**config.mk**
```make
export PLATFORM = sky130hd
export DESIGN_NAME = sdram_seq_ctrl
export DESIGN_NICKNAME = d
export VERILOG_FILES = /design/src/rtl/sdram_seq_pkg.sv /design/src/rtl/sdram_rd_capture.sv /design/src/rtl/sdram_seq_fsm.sv /design/src/rtl/sdram_seq_ctrl.sv
export SDC_FILE = /design/constraint.sdc
export NUM_CORES = 1
export LEC_CHECK = 0
export BUFFER_PORTS_ARGS = -buffer_cell sky130_fd_sc_hd__buf_2
export CAP_MARGIN = 15
export CORE_ASPECT_RATIO = 1.75
export CORE_UTILIZATION = 55
export CTS_BUF_LIST = sky130_fd_sc_hd__clkbuf_4 sky130_fd_sc_hd__clkbuf_8
export CTS_CLUSTER_SIZE = 30
export DETAILED_ROUTE_END_ITERATION = 8
export PLACE_DENSITY = 0.95
export SYNTH_ARGS = -nofsm -noshare
export SYNTH_HDL_FRONTEND = slang
export SYNTH_HIERARCHICAL = 1
export SYNTH_SLANG_ARGS = --single-unit
```
**constraint.sdc**
```tcl
create_clock -name clk -period 3.1 [get_ports clk]
set_input_delay 0.31 -clock clk [delete_from_list [all_inputs] [get_ports clk]]
set_output_delay 0.31 -clock clk [all_outputs]
set_load 0.05 [all_outputs]
```
**src/rtl/sdram_seq_pkg.sv**
```systemverilog
package sdram_seq_pkg;

    localparam int ROW_W  = 12;
    localparam int COL_W  = 9;
    localparam int BANK_W = 2;
    localparam int ADDR_W = ROW_W + BANK_W + COL_W;
    localparam int DATA_W = 64;
    localparam int MASK_W = DATA_W / 8;
    localparam int AP_BIT = 10;

    // {cs_n, ras_n, cas_n, we_n}
    typedef enum logic [3:0] {
        CMD_MRS = 4'b0000,
        CMD_REF = 4'b0001,
        CMD_PRE = 4'b0010,
        CMD_ACT = 4'b0011,
        CMD_WR  = 4'b0100,
        CMD_RD  = 4'b0101,
        CMD_BST = 4'b0110,
        CMD_NOP = 4'b0111
    } sd_cmd_e;

    // each waiting state names the command it issues once its counter is 0
    typedef enum logic [2:0] {
        ST_IPRE,
        ST_IREF1,
        ST_IREF2,
        ST_IMRS,
        ST_IDLE,
        ST_RW,
        ST_PRE
    } seq_st_e;

    typedef struct packed {
        logic              wr;
        logic [ROW_W-1:0]  row;
        logic [BANK_W-1:0] bank;
        logic [COL_W-1:0]  col;
        logic [DATA_W-1:0] data;
        logic [MASK_W-1:0] be;
    } sd_req_t;

    function automatic int imax(input int a, input int b);
        return (a > b) ? a : b;
    endfunction

    function automatic sd_req_t split_req(input logic wr,
                                          input logic [ADDR_W-1:0] a,
                                          input logic [DATA_W-1:0] d,
                                          input logic [MASK_W-1:0] be);
        sd_req_t r;
        r.wr   = wr;
        r.col  = a[COL_W-1:0];
        r.bank = a[COL_W+BANK_W-1:COL_W];
        r.row  = a[ADDR_W-1:COL_W+BANK_W];
        r.data = d;
        r.be   = be;
        return r;
    endfunction

    // burst length 1, sequential, burst writes, latency in [6:4]
    function automatic logic [ROW_W-1:0] mode_word(input int cl);
        logic [ROW_W-1:0] m;
        m      = '0;
        m[6:4] = 3'(cl);
        return m;
    endfunction

endpackage

```
**src/rtl/sdram_rd_capture.sv**
```systemverilog
module sdram_rd_capture
    import sdram_seq_pkg::*;
#(
    parameter int CAS_LAT = 2
) (
    input  logic              clk,
    input  logic              rst,
    input  logic              rd_issued,
    input  logic [DATA_W-1:0] dq_in,
    output logic              rd_valid,
    output logic [DATA_W-1:0] rd_data
);
    // bit k set: read registered by the device k+1 edges ago
    logic [CAS_LAT-1:0] flight;

    always_ff @(posedge clk) begin
        if (rst) begin
            flight   <= '0;
            rd_valid <= 1'b0;
            rd_data  <= '0;
        end else begin
            flight   <= {flight[CAS_LAT-2:0], rd_issued};
            rd_valid <= flight[CAS_LAT-1];
            if (flight[CAS_LAT-1])
                rd_data <= dq_in;
        end
    end

    // data returns a fixed latency after the read left the pins
    p_capture_latency_r8: assert property (@(posedge clk) disable iff (rst)
        rd_valid |-> $past(rd_issued, CAS_LAT + 1));

    p_valid_single_r8: assert property (@(posedge clk) disable iff (rst)
        rd_valid |=> !rd_valid);

endmodule

```
**src/rtl/sdram_seq_fsm.sv**
```systemverilog
module sdram_seq_fsm
    import sdram_seq_pkg::*;
#(
    parameter int CAS_LAT  = 2,
    parameter int T_RCD    = 2,
    parameter int T_RP     = 2,
    parameter int T_RAS    = 5,
    parameter int T_RC     = 7,
    parameter int T_WR     = 2,
    parameter int T_MRD    = 2,
    parameter int INIT_CYC = 20
) (
    input  logic              clk,
    input  logic              rst,
    input  logic              req_valid,
    output logic              req_ready,
    input  logic              req_write,
    input  logic [ADDR_W-1:0] req_addr,
    input  logic [DATA_W-1:0] req_wdata,
    input  logic [MASK_W-1:0] req_be,
    input  logic              ref_req,
    output logic              ref_ack,
    output logic              cke,
    output sd_cmd_e           cmd,
    output logic [BANK_W-1:0] ba,
    output logic [ROW_W-1:0]  addr,
    output logic [MASK_W-1:0] dqm,
    output logic [DATA_W-1:0] dq_out,
    output logic              dq_oe
);
    // column command to precharge, per direction
    localparam int G_RD  = imax(T_RAS - T_RCD, CAS_LAT);
    localparam int G_WR  = imax(T_RAS - T_RCD, T_WR);
    // precharge to next idle command, keeping the row cycle
    localparam int GI_RD = imax(T_RP, T_RC - T_RCD - G_RD);
    localparam int GI_WR = imax(T_RP, T_RC - T_RCD - G_WR);
    localparam int CNT_MAX = imax(INIT_CYC, T_RC + T_RAS + CAS_LAT + T_WR + T_MRD);
    localparam int CNT_W   = $clog2(CNT_MAX + 1);
    localparam logic [ROW_W-1:0] ALL_BANKS = ROW_W'(1) << AP_BIT;

    seq_st_e          st;
    logic [CNT_W-1:0] cnt;
    sd_req_t          cur;

    assign req_ready = (st == ST_IDLE) && (cnt == '0) && !ref_req;

    always_ff @(posedge clk) begin
        if (rst) begin
            st      <= ST_IPRE;
            cnt     <= CNT_W'(INIT_CYC - 1);
            cur     <= '0;
            cmd     <= CMD_NOP;
            cke     <= 1'b0;
            ba      <= '0;
            addr    <= '0;
            dqm     <= '0;
            dq_out  <= '0;
            dq_oe   <= 1'b0;
            ref_ack <= 1'b0;
        end else begin
            cmd     <= CMD_NOP;
            cke     <= 1'b1;
            dqm     <= '0;
            dq_oe   <= 1'b0;
            ref_ack <= 1'b0;
            if (cnt != '0) begin
                cnt <= cnt - 1'b1;
            end else begin
                unique case (st)
                    ST_IPRE: begin
                        cmd  <= CMD_PRE;
                        addr <= ALL_BANKS;
                        st   <= ST_IREF1;
                        cnt  <= CNT_W'(T_RP - 1);
                    end
                    ST_IREF1: begin
                        cmd <= CMD_REF;
                        st  <= ST_IREF2;
                        cnt <= CNT_W'(T_RC - 1);
                    end
                    ST_IREF2: begin
                        cmd <= CMD_REF;
                        st  <= ST_IMRS;
                        cnt <= CNT_W'(T_RC - 1);
                    end
                    ST_IMRS: begin
                        cmd  <= CMD_MRS;
                        ba   <= '0;
                        addr <= mode_word(CAS_LAT);
                        st   <= ST_IDLE;
                        cnt  <= CNT_W'(T_MRD - 1);
                    end
                    ST_IDLE: begin
                        if (ref_req) begin
                            cmd     <= CMD_REF;
                            ref_ack <= 1'b1;
                            cnt     <= CNT_W'(T_RC - 1);
                        end else if (req_valid) begin
                            cur  <= split_req(req_write, req_addr, req_wdata, req_be);
                            cmd  <= CMD_ACT;
                            ba   <= req_addr[COL_W+BANK_W-1:COL_W];
                            addr <= req_addr[ADDR_W-1:COL_W+BANK_W];
                            st   <= ST_RW;
                            cnt  <= CNT_W'(T_RCD - 1);
                        end
                    end
                    ST_RW: begin
                        cmd  <= cur.wr ? CMD_WR : CMD_RD;
                        ba   <= cur.bank;
                        addr <= {{(ROW_W-COL_W){1'b0}}, cur.col};
                        if (cur.wr) begin
                            dq_oe  <= 1'b1;
                            dq_out <= cur.data;
                            dqm    <= ~cur.be;
                        end
                        st  <= ST_PRE;
                        cnt <= cur.wr ? CNT_W'(G_WR - 1) : CNT_W'(G_RD - 1);
                    end
                    ST_PRE: begin
                        cmd  <= CMD_PRE;
                        ba   <= cur.bank;
                        addr <= '0;
                        st   <= ST_IDLE;
                        cnt  <= cur.wr ? CNT_W'(GI_WR - 1) : CNT_W'(GI_RD - 1);
                    end
                    default: st <= ST_IDLE;
                endcase
            end
        end
    end

    p_cke_up_r1: assert property (@(posedge clk) disable iff (rst)
        !$past(rst) |-> cke);

    p_cmd_then_nop_r5: assert property (@(posedge clk) disable iff (rst)
        (cmd != CMD_NOP) |=> (cmd == CMD_NOP));

    p_lane_only_write_r6: assert property (@(posedge clk) disable iff (rst)
        dq_oe |-> (cmd == CMD_WR));

    p_refresh_blocks_r9: assert property (@(posedge clk) disable iff (rst)
        ref_req |-> !req_ready);

    p_ack_with_ref_r9: assert property (@(posedge clk) disable iff (rst)
        ref_ack |-> (cmd == CMD_REF));

    p_accept_activates_r10: assert property (@(posedge clk) disable iff (rst)
        (req_valid && req_ready) |=> (cmd == CMD_ACT));

endmodule

```
**src/rtl/sdram_seq_ctrl.sv**
```systemverilog
module sdram_seq_ctrl
    import sdram_seq_pkg::*;
#(
    parameter int CAS_LAT  = 2,
    parameter int T_RCD    = 2,
    parameter int T_RP     = 2,
    parameter int T_RAS    = 5,
    parameter int T_RC     = 7,
    parameter int T_WR     = 2,
    parameter int T_MRD    = 2,
    parameter int INIT_CYC = 20
) (
    input  logic        clk,
    input  logic        rst,
    input  logic        req_valid,
    output logic        req_ready,
    input  logic        req_write,
    input  logic [22:0] req_addr,
    input  logic [63:0] req_wdata,
    input  logic [7:0]  req_be,
    output logic        rd_valid,
    output logic [63:0] rd_data,
    input  logic        ref_req,
    output logic        ref_ack,
    output logic        sd_cke,
    output logic        sd_cs_n,
    output logic        sd_ras_n,
    output logic        sd_cas_n,
    output logic        sd_we_n,
    output logic [1:0]  sd_ba,
    output logic [11:0] sd_addr,
    output logic [7:0]  sd_dqm,
    output logic [63:0] sd_dq_out,
    output logic        sd_dq_oe,
    input  logic [63:0] sd_dq_in
);
    sd_cmd_e cmd;

    sdram_seq_fsm #(
        .CAS_LAT(CAS_LAT), .T_RCD(T_RCD), .T_RP(T_RP), .T_RAS(T_RAS),
        .T_RC(T_RC), .T_WR(T_WR), .T_MRD(T_MRD), .INIT_CYC(INIT_CYC)
    ) u_fsm (
        .clk       (clk),
        .rst       (rst),
        .req_valid (req_valid),
        .req_ready (req_ready),
        .req_write (req_write),
        .req_addr  (req_addr),
        .req_wdata (req_wdata),
        .req_be    (req_be),
        .ref_req   (ref_req),
        .ref_ack   (ref_ack),
        .cke       (sd_cke),
        .cmd       (cmd),
        .ba        (sd_ba),
        .addr      (sd_addr),
        .dqm       (sd_dqm),
        .dq_out    (sd_dq_out),
        .dq_oe     (sd_dq_oe)
    );

    assign {sd_cs_n, sd_ras_n, sd_cas_n, sd_we_n} = cmd;

    sdram_rd_capture #(
        .CAS_LAT(CAS_LAT)
    ) u_cap (
        .clk       (clk),
        .rst       (rst),
        .rd_issued (cmd == CMD_RD),
        .dq_in     (sd_dq_in),
        .rd_valid  (rd_valid),
        .rd_data   (rd_data)
    );

endmodule

```
After elaboration in Yosys (flattened, before gate mapping)
Index checks and enable logic that the tools add are counted.
- memories: 0
- bits in registers: 252
- ROM bits: 0
- latch bits: 0
- output and inout port bits: 159
- input port bits: 164
- word-level logic and storage cells: 78
- RAM bits: 0
- multiplexer cells: 20
- multiply operators: 0
- magnitude comparators: 0
- shift operators: 0
- bitwise gates (word level): 6
- reductions and logical operators: 23
- div/mod/pow operators: 0
- equality and inequality tests: 10
- add/sub/neg operators: 1
- operators with widths (cell ; count):
    $pmux 12 s5 ; 1
    $mux 12 ; 2
    $pmux 4 s5 ; 1
    $pmux 5 s4 ; 1
    $mux 5 ; 3
    $pmux 3 s5 ; 1
    $reduce_bool 5->1 ; 3
    $reduce_and 4->1 ; 3
    $eq 3x3->1 const B ; 3
    $mux 3 ; 3
    $reduce_or 3->1 ; 3
    $not 8->8 ; 1
    $reduce_or 2->1 ; 4
    $eq 3x2->1 const B ; 2
    $pmux 2 s3 ; 1
    $reduce_and 3->1 ; 2
    $logic_not 5->1 ; 1
    $not 1->1 ; 5
    $sub 5x1->5 const B ; 1
    $eq 4x3->1 const B ; 1
    $mux 1 ; 4
    $mux 2 ; 2
    $mux 4 ; 1
    $ne 2x2->1 const B ; 2
    other kinds (8) ; 9

Logic depth before layout (Yosys ltp)
Gate-level depths: netlist of the first run.
- depth in word-level cells: 4
- depth in mapped cells: 9
- mapped depth without buffers: 6

Hierarchy
The synthesis of the first run kept the hierarchy.
- by module, submodules not included (module ; times used ; area each (µm²) ; seq. area each (µm²) ; cells each):
    sdram_seq_fsm ; 1 ; 6638.9 ; 3683.5 ; 812
    sdram_rd_capture ; 1 ; 2364.8 ; 1341.3 ; 212
    sdram_seq_ctrl ; 1 ; 12.5 ; 0.0 ; 1

Least setup slack after synthesis of the first run
No wires, ideal clock.
- path type: register to output
- start point: register u_fsm.cnt[0]
- end point: output req_ready
- data required time: 2790 ps
- setup slack: 171 ps
- cell stages (with the launch flop): 6
- path buffers: 1
- data arrival time: 2619 ps
- cell sequence: dfxtp_1 -> inv_1 -> ha_1 -> or4b_1 -> buf_6 -> nor4_1
- cells in the longest elaborated chain, start to end: 3
- RTL lines (what ; line ; RTL):
    from (decl) ; sdram_seq_fsm.sv:42 ; logic [CNT_W-1:0] cnt;
    from (signal assigned) ; sdram_seq_fsm.sv:50 ; cnt <= CNT_W'(INIT_CYC - 1);
    from (signal assigned) ; sdram_seq_fsm.sv:67 ; cnt <= cnt - 1'b1;
    from (signal assigned) ; sdram_seq_fsm.sv:74 ; cnt <= CNT_W'(T_RP - 1);
    $logic_not 5->1 ; sdram_seq_fsm.sv:45 ; assign req_ready = (st == ST_IDLE) && (cnt == '0) && !ref_req;
    $logic_and 1x1->1 (2 in a row) ; sdram_seq_fsm.sv:45 ;
    to (decl) ; sdram_seq_ctrl.sv:16 ; output logic req_ready,
Every way passes these cells.

Worst setup path in the final report of the first run
Same ends and word-level chain as after synthesis.

==> results_dict.tcl, run 1 <==
set metrics [dict create \
    status "completed" \
    die-area_sq_mm 0.0169 \
    power_leakage_nw 4.74 \
    holdPathStages 3 \
    path_delay_family "simple AND/OR/NAND/NOR gates" \
    cts-root-buf "clkbuf_8" \
    post_cts_resize_count 0 \
    final_layout_size_suffix_gt1_share_pct 29.7 \
    firstDrtPassIters 5 \
    cts_hold_buf 0 \
    yosysUniqueCellTypes 46 \
    die_w_um 98.8 \
    synth_edf_count 0 \
    max_stage_delay_ns 0.70 \
    core_sq_mm 0.0160 \
    drt_iter0_drc 470 \
    tightestPinTransition_ns 1.07 \
    grt_use_total_pct 27.0 \
    gr-max-usage-layer "met2" \
    vias 8257 \
    avgSynthCellArea_sq_um 8.80 \
    rows 61 \
    cts-buffers-inserted 35 \
    ant_nets 0 \
    fin_crit_sh_pct 92.7 \
    grt_util_met1_pct 27.3 \
    grt_max_degree 87 \
    synth_adder_area_share_pct 0.361 \
    num_io_pins 323 \
    route.detailed.drc 0 \
    hold-path-endpoint "u_fsm/cur[34]" \
    reg2reg_from "u_fsm/st[2]" \
    critPathBufInv 2 \
    clock_sinks 251 \
    cts_buffer_depth 3 \
    final_common_cell "buf_2" \
    r2r_slack_ns 0.80 \
    yosysSeqAreaShare_pct 55.7 \
    p_sw_mw 1.29 \
    rsz0062_at_grt "false" \
    grt_use_met3_pct 7.35 \
    hold_ws_ns 0.0277 \
    clkPwrFrac_pct 44.6 \
    reg2reg_depth 5 \
    muxShareOfSynthArea_pct 8.10 \
    dp_hpwl_mm 15.6 \
    cp_data_arrival_time_ns 2.56 \
    finalWirelength_mm 23.9 \
    fmax_ghz 0.348 \
    grt_first_pass_wirelength_mm 36.9 \
    maxSlewHeadroom_pct 28.9 \
    syn_to_final_growth_pct 26.0 \
    path_clk_slew_ns 0.07 \
    fin_setup_tns_ns 0 \
    hold_viol 0 \
    crit_fanout 9 \
    p_int_mw 4.91 \
    antenna_found_initial 1 \
    holdCritStartpoint "req_wdata[26]" \
    initial_core_util_pct 56.5 \
    port_buffers 321 \
    vias_per_cell 5.39 \
    cp-start-kind "register" \
    fp.dieH_um 171 \
    r2r-end "u_fsm/cur[52]" \
    synth-simple-area-share_pct 19.4 \
    finalSetupViolations 0 \
    dp_cells 1471 \
    hold_path.class "primary input to register" \
    endpoint_kind "primary output" \
    synth_flop_cell "dfxtp_1" \
    synth_top_family_by_area "simple AND/OR/NAND/NOR gates" \
    cts_tree "yes" \
    wl_per_cell_um 15.6 \
    htree_levels 2 \
    seqPwrFrac_pct 52.2 \
    gr-total-overflow 0 \
    syn_area_sq_mm 0.00902 \
    worstSetupPathType "register to primary output" \
    clk_latency_ns 0.52 \
    synth_cells 1025 \
    cp_slowest_cell "or4b_1" \
    nets 1485 \
    critPathRequiredTime_ns 2.79 \
    synth-compound-area-share_pct 11.4 \
    clock_skew_ns 0.0318 \
    fin_crit_ns 2.87 \
    finalNonFillerCells 1531 \
    post_cts_buffers 0 \
    ir_drop_uv 503 \
    power_frac_comb_pct 3.2 \
    ys_ff_latch 251 \
    async_flop_share_pct 0 \
    fillCellCount 1121 \
    gp_congestion 0.834 \
    ys_warn_count 6 \
    grt_pass1_vias 7941 \
    layout_common_cells "320 x buf_2, 308 x nand2_1, 250 x dfxtp_1, 157 x a21oi_1, 82 x nor2_1" \
    synth_xor_area_share_pct 0.389 \
    synth_fp_nets 1191 \
    worstPathCellList "inv_1 > ha_1 > or4b_1 > nor4_1 > buf_2" \
    drv_slew 0 \
    cap_violations 0 \
    met2_usage_pct 47.7 \
    switching_share_pct 20.8 \
    power_density_mw_per_mm2 546 \
]
-- cell usage after synthesis, types with 2 or more instances --
master | n | share of area (%)
clkbuf_1 | 40 | 1.7
mux2i_1 | 73 | 8.1
o2bb2ai_1 | 8 | 0.78
a22o_1 | 2 | 0.19
nor2b_1 | 7 | 0.49
inv_1 | 5 | 0.21
nor2_4 | 2 | 0.25
nand2b_1 | 5 | 0.35
nor3_1 | 2 | 0.11
nor2_1 | 82 | 3.4
o211ai_1 | 2 | 0.17
and2_1 | 3 | 0.21
buf_4 | 10 | 0.83
a211oi_1 | 3 | 0.25
a21oi_1 | 157 | 8.7
xnor2_1 | 3 | 0.29
buf_8 | 5 | 0.83
nor4_1 | 2 | 0.14
buf_2 | 14 | 0.78
dfxtp_1 | 251 | 56
o21ai_0 | 10 | 0.56
nand2_1 | 308 | 13
nand3_1 | 7 | 0.39
buf_6 | 2 | 0.25
-- kinds of logic (layout without fill, tap and decap cells) --
logic type | Yosys count | in the layout
XOR/XNOR | 4 | 4
other | 1 | 2
flip-flops | 251 | 251
AND/OR/NAND/NOR | 429 | 429
adder cells (fa/ha/maj) | 2 | 2
buffers and inverters | 77 | 393
multiplexers | 73 | 73
AO/OA/AOI/OAI | 188 | 188
-- flip-flops by register name, summed over array words and instances, names as in the netlist --
| name | count |
|---|---|
| u_fsm/ba | 2 |
| u_fsm/cmd | 3 |
| u_fsm/dq_out | 64 |
| u_fsm/dq_oe | 1 |
| u_fsm/cke | 1 |
| u_fsm/cur | 84 |
| u_cap/flight | 2 |
| u_fsm/ref_ack | 1 |
| u_cap/rd_valid | 1 |
| u_cap/rd_data | 64 |
| u_fsm/st | 3 |
| u_fsm/cnt | 5 |
| u_fsm/dqm | 8 |
| u_fsm/addr | 12 |
-- worst register-to-register path, delay by kind of cell (launching register included) --
family	cells	cell delay (ns)
AOI/OAI and AO/OA	1	0.18
buffers and inverters	1	0.35
DFF	1	0.67
and+or+nand+nor	3	1.04
-- area by class of cell --
class	instances	area [sq um]	area share (%)
clock inverters	8	121	1.07
clock buffers	51	646	5.68
diodes	1	2.50	0.0220
repair buffers	329	1720	15.2
flip-flops and latches	251	5030	44.3
well taps	189	236	2.08
inverters	5	18.8	0.165
multi-input cells	697	3580	31.5
-- per-stage QoR --
stage / utilization [%] / setup slack, ns / power (mW) / instance area, sq um
after floorplan: - / 0.171 / 3.38 / 9020
after global placement: 66.4 / 0.899 / 3.50 / 10600
after detailed placement: 66.4 / 0.779 / 3.50 / 10600
after CTS: 71.2 / 0.241 / 6.25 / 11400
after global routing: 71.2 / 0.153 / 6.40 / 11400
final: 71.2 / 0.226 / 6.20 / 11400
-- worst max-delay path by stage --
stage	start	to	cells after the start
after detailed placement	u_fsm/cnt[0]	req_ready	5
after global placement	u_fsm/cnt[0]	req_ready	5
after CTS	u_fsm/cnt[0]	req_ready	5
after global routing	u_fsm/cnt[0]	req_ready	5
after floorplan	u_fsm/cnt[0]	req_ready	5
final	u_fsm/cnt[0]	req_ready	5
-- per-layer routing --
metal  part of all wire, %  wire length, um
met2                    50            11900
met1                    34             8200
met4                   6.9             1660
met3                   8.9             2140
met5                     0                0
-- power groups by stage --
| stage | clock [mW] | sequential [mW] | combinational (mW) |
|---|---|---|---|
| after floorplan | 0 | 3.31 | 0.0729 |
| after detailed placement | 0 | 3.31 | 0.197 |
| after global routing | 2.95 | 3.23 | 0.217 |
| after global placement | 0 | 3.31 | 0.195 |
| final | 2.76 | 3.24 | 0.201 |
| after CTS | 2.81 | 3.24 | 0.200 |
Note: power is estimated with default switching activity, not from simulation.
==> inputs of run 2 (changes only) <==
Clock period 3.1 ns to 3.4 ns, I/O delays scaled along.
==> run 2 against run 1 <==
Against the previous run: count of clock-buffer cells in the layout is 4 higher; critical path type unchanged; critical path depth did not move; hold slack improved by 0.037 ns; sequential power shrank 9.0%; core utilization shrank 0.48 points; sequential cell count unchanged; cell area decreased by 0.67%; sequential share of layout area rose by 0.30 points; wire length up 4.0%.
==> results_dict.tcl, run 2 (same netlist as run 1, synthesis figures left out) <==
set metrics [dict create \
    status "completed" \
    layout_common_cells "320 x buf_2, 308 x nand2_1, 250 x dfxtp_1, 157 x a21oi_1, 82 x nor2_1" \
    clk_latency_ns 0.51 \
    syn_to_final_growth_pct 25.1 \
    dp_hpwl_mm 16.5 \
    grt_use_total_pct 28.3 \
    grt_pass1_vias 8348 \
    fin_setup_tns_ns 0 \
    clkPwrFrac_pct 43.0 \
    largest-register "u_fsm/cur" \
    antenna_cells 0 \
    power_leakage_nw 4.71 \
    finalSetupViolations 0 \
    setup_ws_ns 0.533 \
    rows 61 \
    switching_share_pct 21.2 \
    hold-path-endpoint "u_fsm/cur[12]" \
    core_sq_mm 0.0160 \
    drv_slew 0 \
    hold_path.class "primary input to register" \
    holdPathStages 3 \
    post_cts_buffers 0 \
    reg2reg_from "u_fsm/cnt[0]" \
    cts-root-buf "clkbuf_8" \
    cp_slowest_cell "or4b_1" \
    postLayoutCoreUtil_pct 70.7 \
    p_int_mw 4.33 \
    clock_sinks 251 \
    cts_buffer_depth 3 \
    worstSetupPathType "register to primary output" \
    largest_register_ffs 84 \
    pre_cts_slack_ns 1.04 \
    hold_viol 0 \
    wl_per_cell_um 16.2 \
    antenna_found_initial 0 \
    die_w_um 98.8 \
    grt_max_degree 101 \
    cp-start-kind "register" \
    vias 8382 \
    die-area_sq_mm 0.0169 \
    grt_first_pass_wirelength_mm 38.4 \
    cap_violations 0 \
    rsz0062_at_grt "false" \
    drt_iter0_drc 454 \
    path_delay_family "simple AND/OR/NAND/NOR gates" \
    cts_hold_buf 0 \
    max_stage_delay_ns 0.70 \
    cts_tree "yes" \
    power_density_mw_per_mm2 488 \
    htree_levels 2 \
    seqPwrFrac_pct 53.6 \
    tightestPinTransition_ns 1.07 \
    fmax_ghz 0.349 \
    fp.dieH_um 171 \
    cp_data_arrival_time_ns 2.53 \
    initial_core_util_pct 56.5 \
    critPathRequiredTime_ns 3.06 \
    clock_skew_ns 0.0190 \
    ant_nets 0 \
    reg2reg_depth 8 \
    hold_ws_ns 0.0644 \
    crit_fanout 9 \
    gp_congestion 0.866 \
    final_layout_size_suffix_gt1_share_pct 29.8 \
    nets 1487 \
    critPathBufInv 2 \
    ir_drop_uv 387 \
    port_buffers 321 \
    vias_per_cell 5.47 \
    power_mw 5.50 \
    finalWirelength_mm 24.8 \
    final_common_cell "buf_2" \
    holdCritStartpoint "req_wdata[4]" \
    power_frac_comb_pct 3.3 \
    maxSlewHeadroom_pct 28.5 \
    cts-buffers-inserted 35 \
    fillCellCount 1178 \
    top_regs "u_fsm/cur x84, u_cap/rd_data x64, u_fsm/dq_out x64" \
    post_cts_resize_count 0 \
    p_sw_mw 1.17 \
    fin_crit_ns 2.87 \
    fin_crit_sh_pct 84.3 \
    worstPathCellList "inv_1 > ha_1 > or4b_1 > nor4_1 > buf_2" \
    r2r-end "u_fsm/dq_out[29]" \
    r2r_slack_ns 0.91 \
    num_io_pins 323 \
    route.detailed.drc 0 \
    gr-total-overflow 0 \
    path_clk_slew_ns 0.07 \
    endpoint_kind "primary output" \
    firstDrtPassIters 6 \
]
run 2: power by group through the flow:
| stage | clock network (mW) | logic (mW) | registers, mW |
|---|---|---|---|
| 6_report | 2.37 | 0.183 | 2.95 |
| 5_1_grt | 2.54 | 0.198 | 2.95 |
| 4_1_cts | 2.42 | 0.182 | 2.95 |
| 3_5_place_dp | 0 | 0.178 | 3.02 |
| 3_3_place_gp | 0 | 0.177 | 3.01 |
| 2_1_floorplan | 0 | 0.0664 | 3.02 |
run 2: layout make-up:
class / count / area (sq um) / share of cell area (%)
clock inverter: 5 / 58.8 / 0.521
timing repair buffer: 331 / 1700 / 15.1
clock buffer: 55 / 657 / 5.82
sequential: 251 / 5030 / 44.6
multi-input combinational: 697 / 3580 / 31.8
inverter: 5 / 18.8 / 0.166
tap: 189 / 236 / 2.10
run 2: routing by layer:
metal	part of all wire [%]	vias to the layer above	global-route usage, %
li1	-	3952	-
met1	32	3813	26.6
met2	51	488	51.5
met3	9.3	129	7.72
met4	6.9	0	22.0
met5	0	-	0
run 2: per-stage QoR:
stage	std cells	area, sq um
2_1_floorplan	1025	9020
6_report	1533	11300
4_1_cts	1533	11300
3_5_place_dp	1473	10600
5_1_grt	1533	11300
3_3_place_gp	1473	10600
run 2: how the worst max path moves through the flow:
stage                 startpoint            end  slack [ns]  cells after the start
CTS                 u_fsm/cnt[0]      req_ready        0.55                      5
global route        u_fsm/cnt[0]      req_ready        0.43                      5
finish              u_fsm/cnt[0]      req_ready        0.53                      5
floorplan           u_fsm/cnt[0]      req_ready        0.44                      5
global placement     u_fsm/st[1]  u_fsm/cur[75]        1.11                      5
detailed placement   u_fsm/st[1]   u_fsm/cur[6]        1.04                      5
run 2: worst min-delay path: stages:
cell	delay [ns]
buf_2	0.10
nand2_1	0.04
a21oi_1	0.05
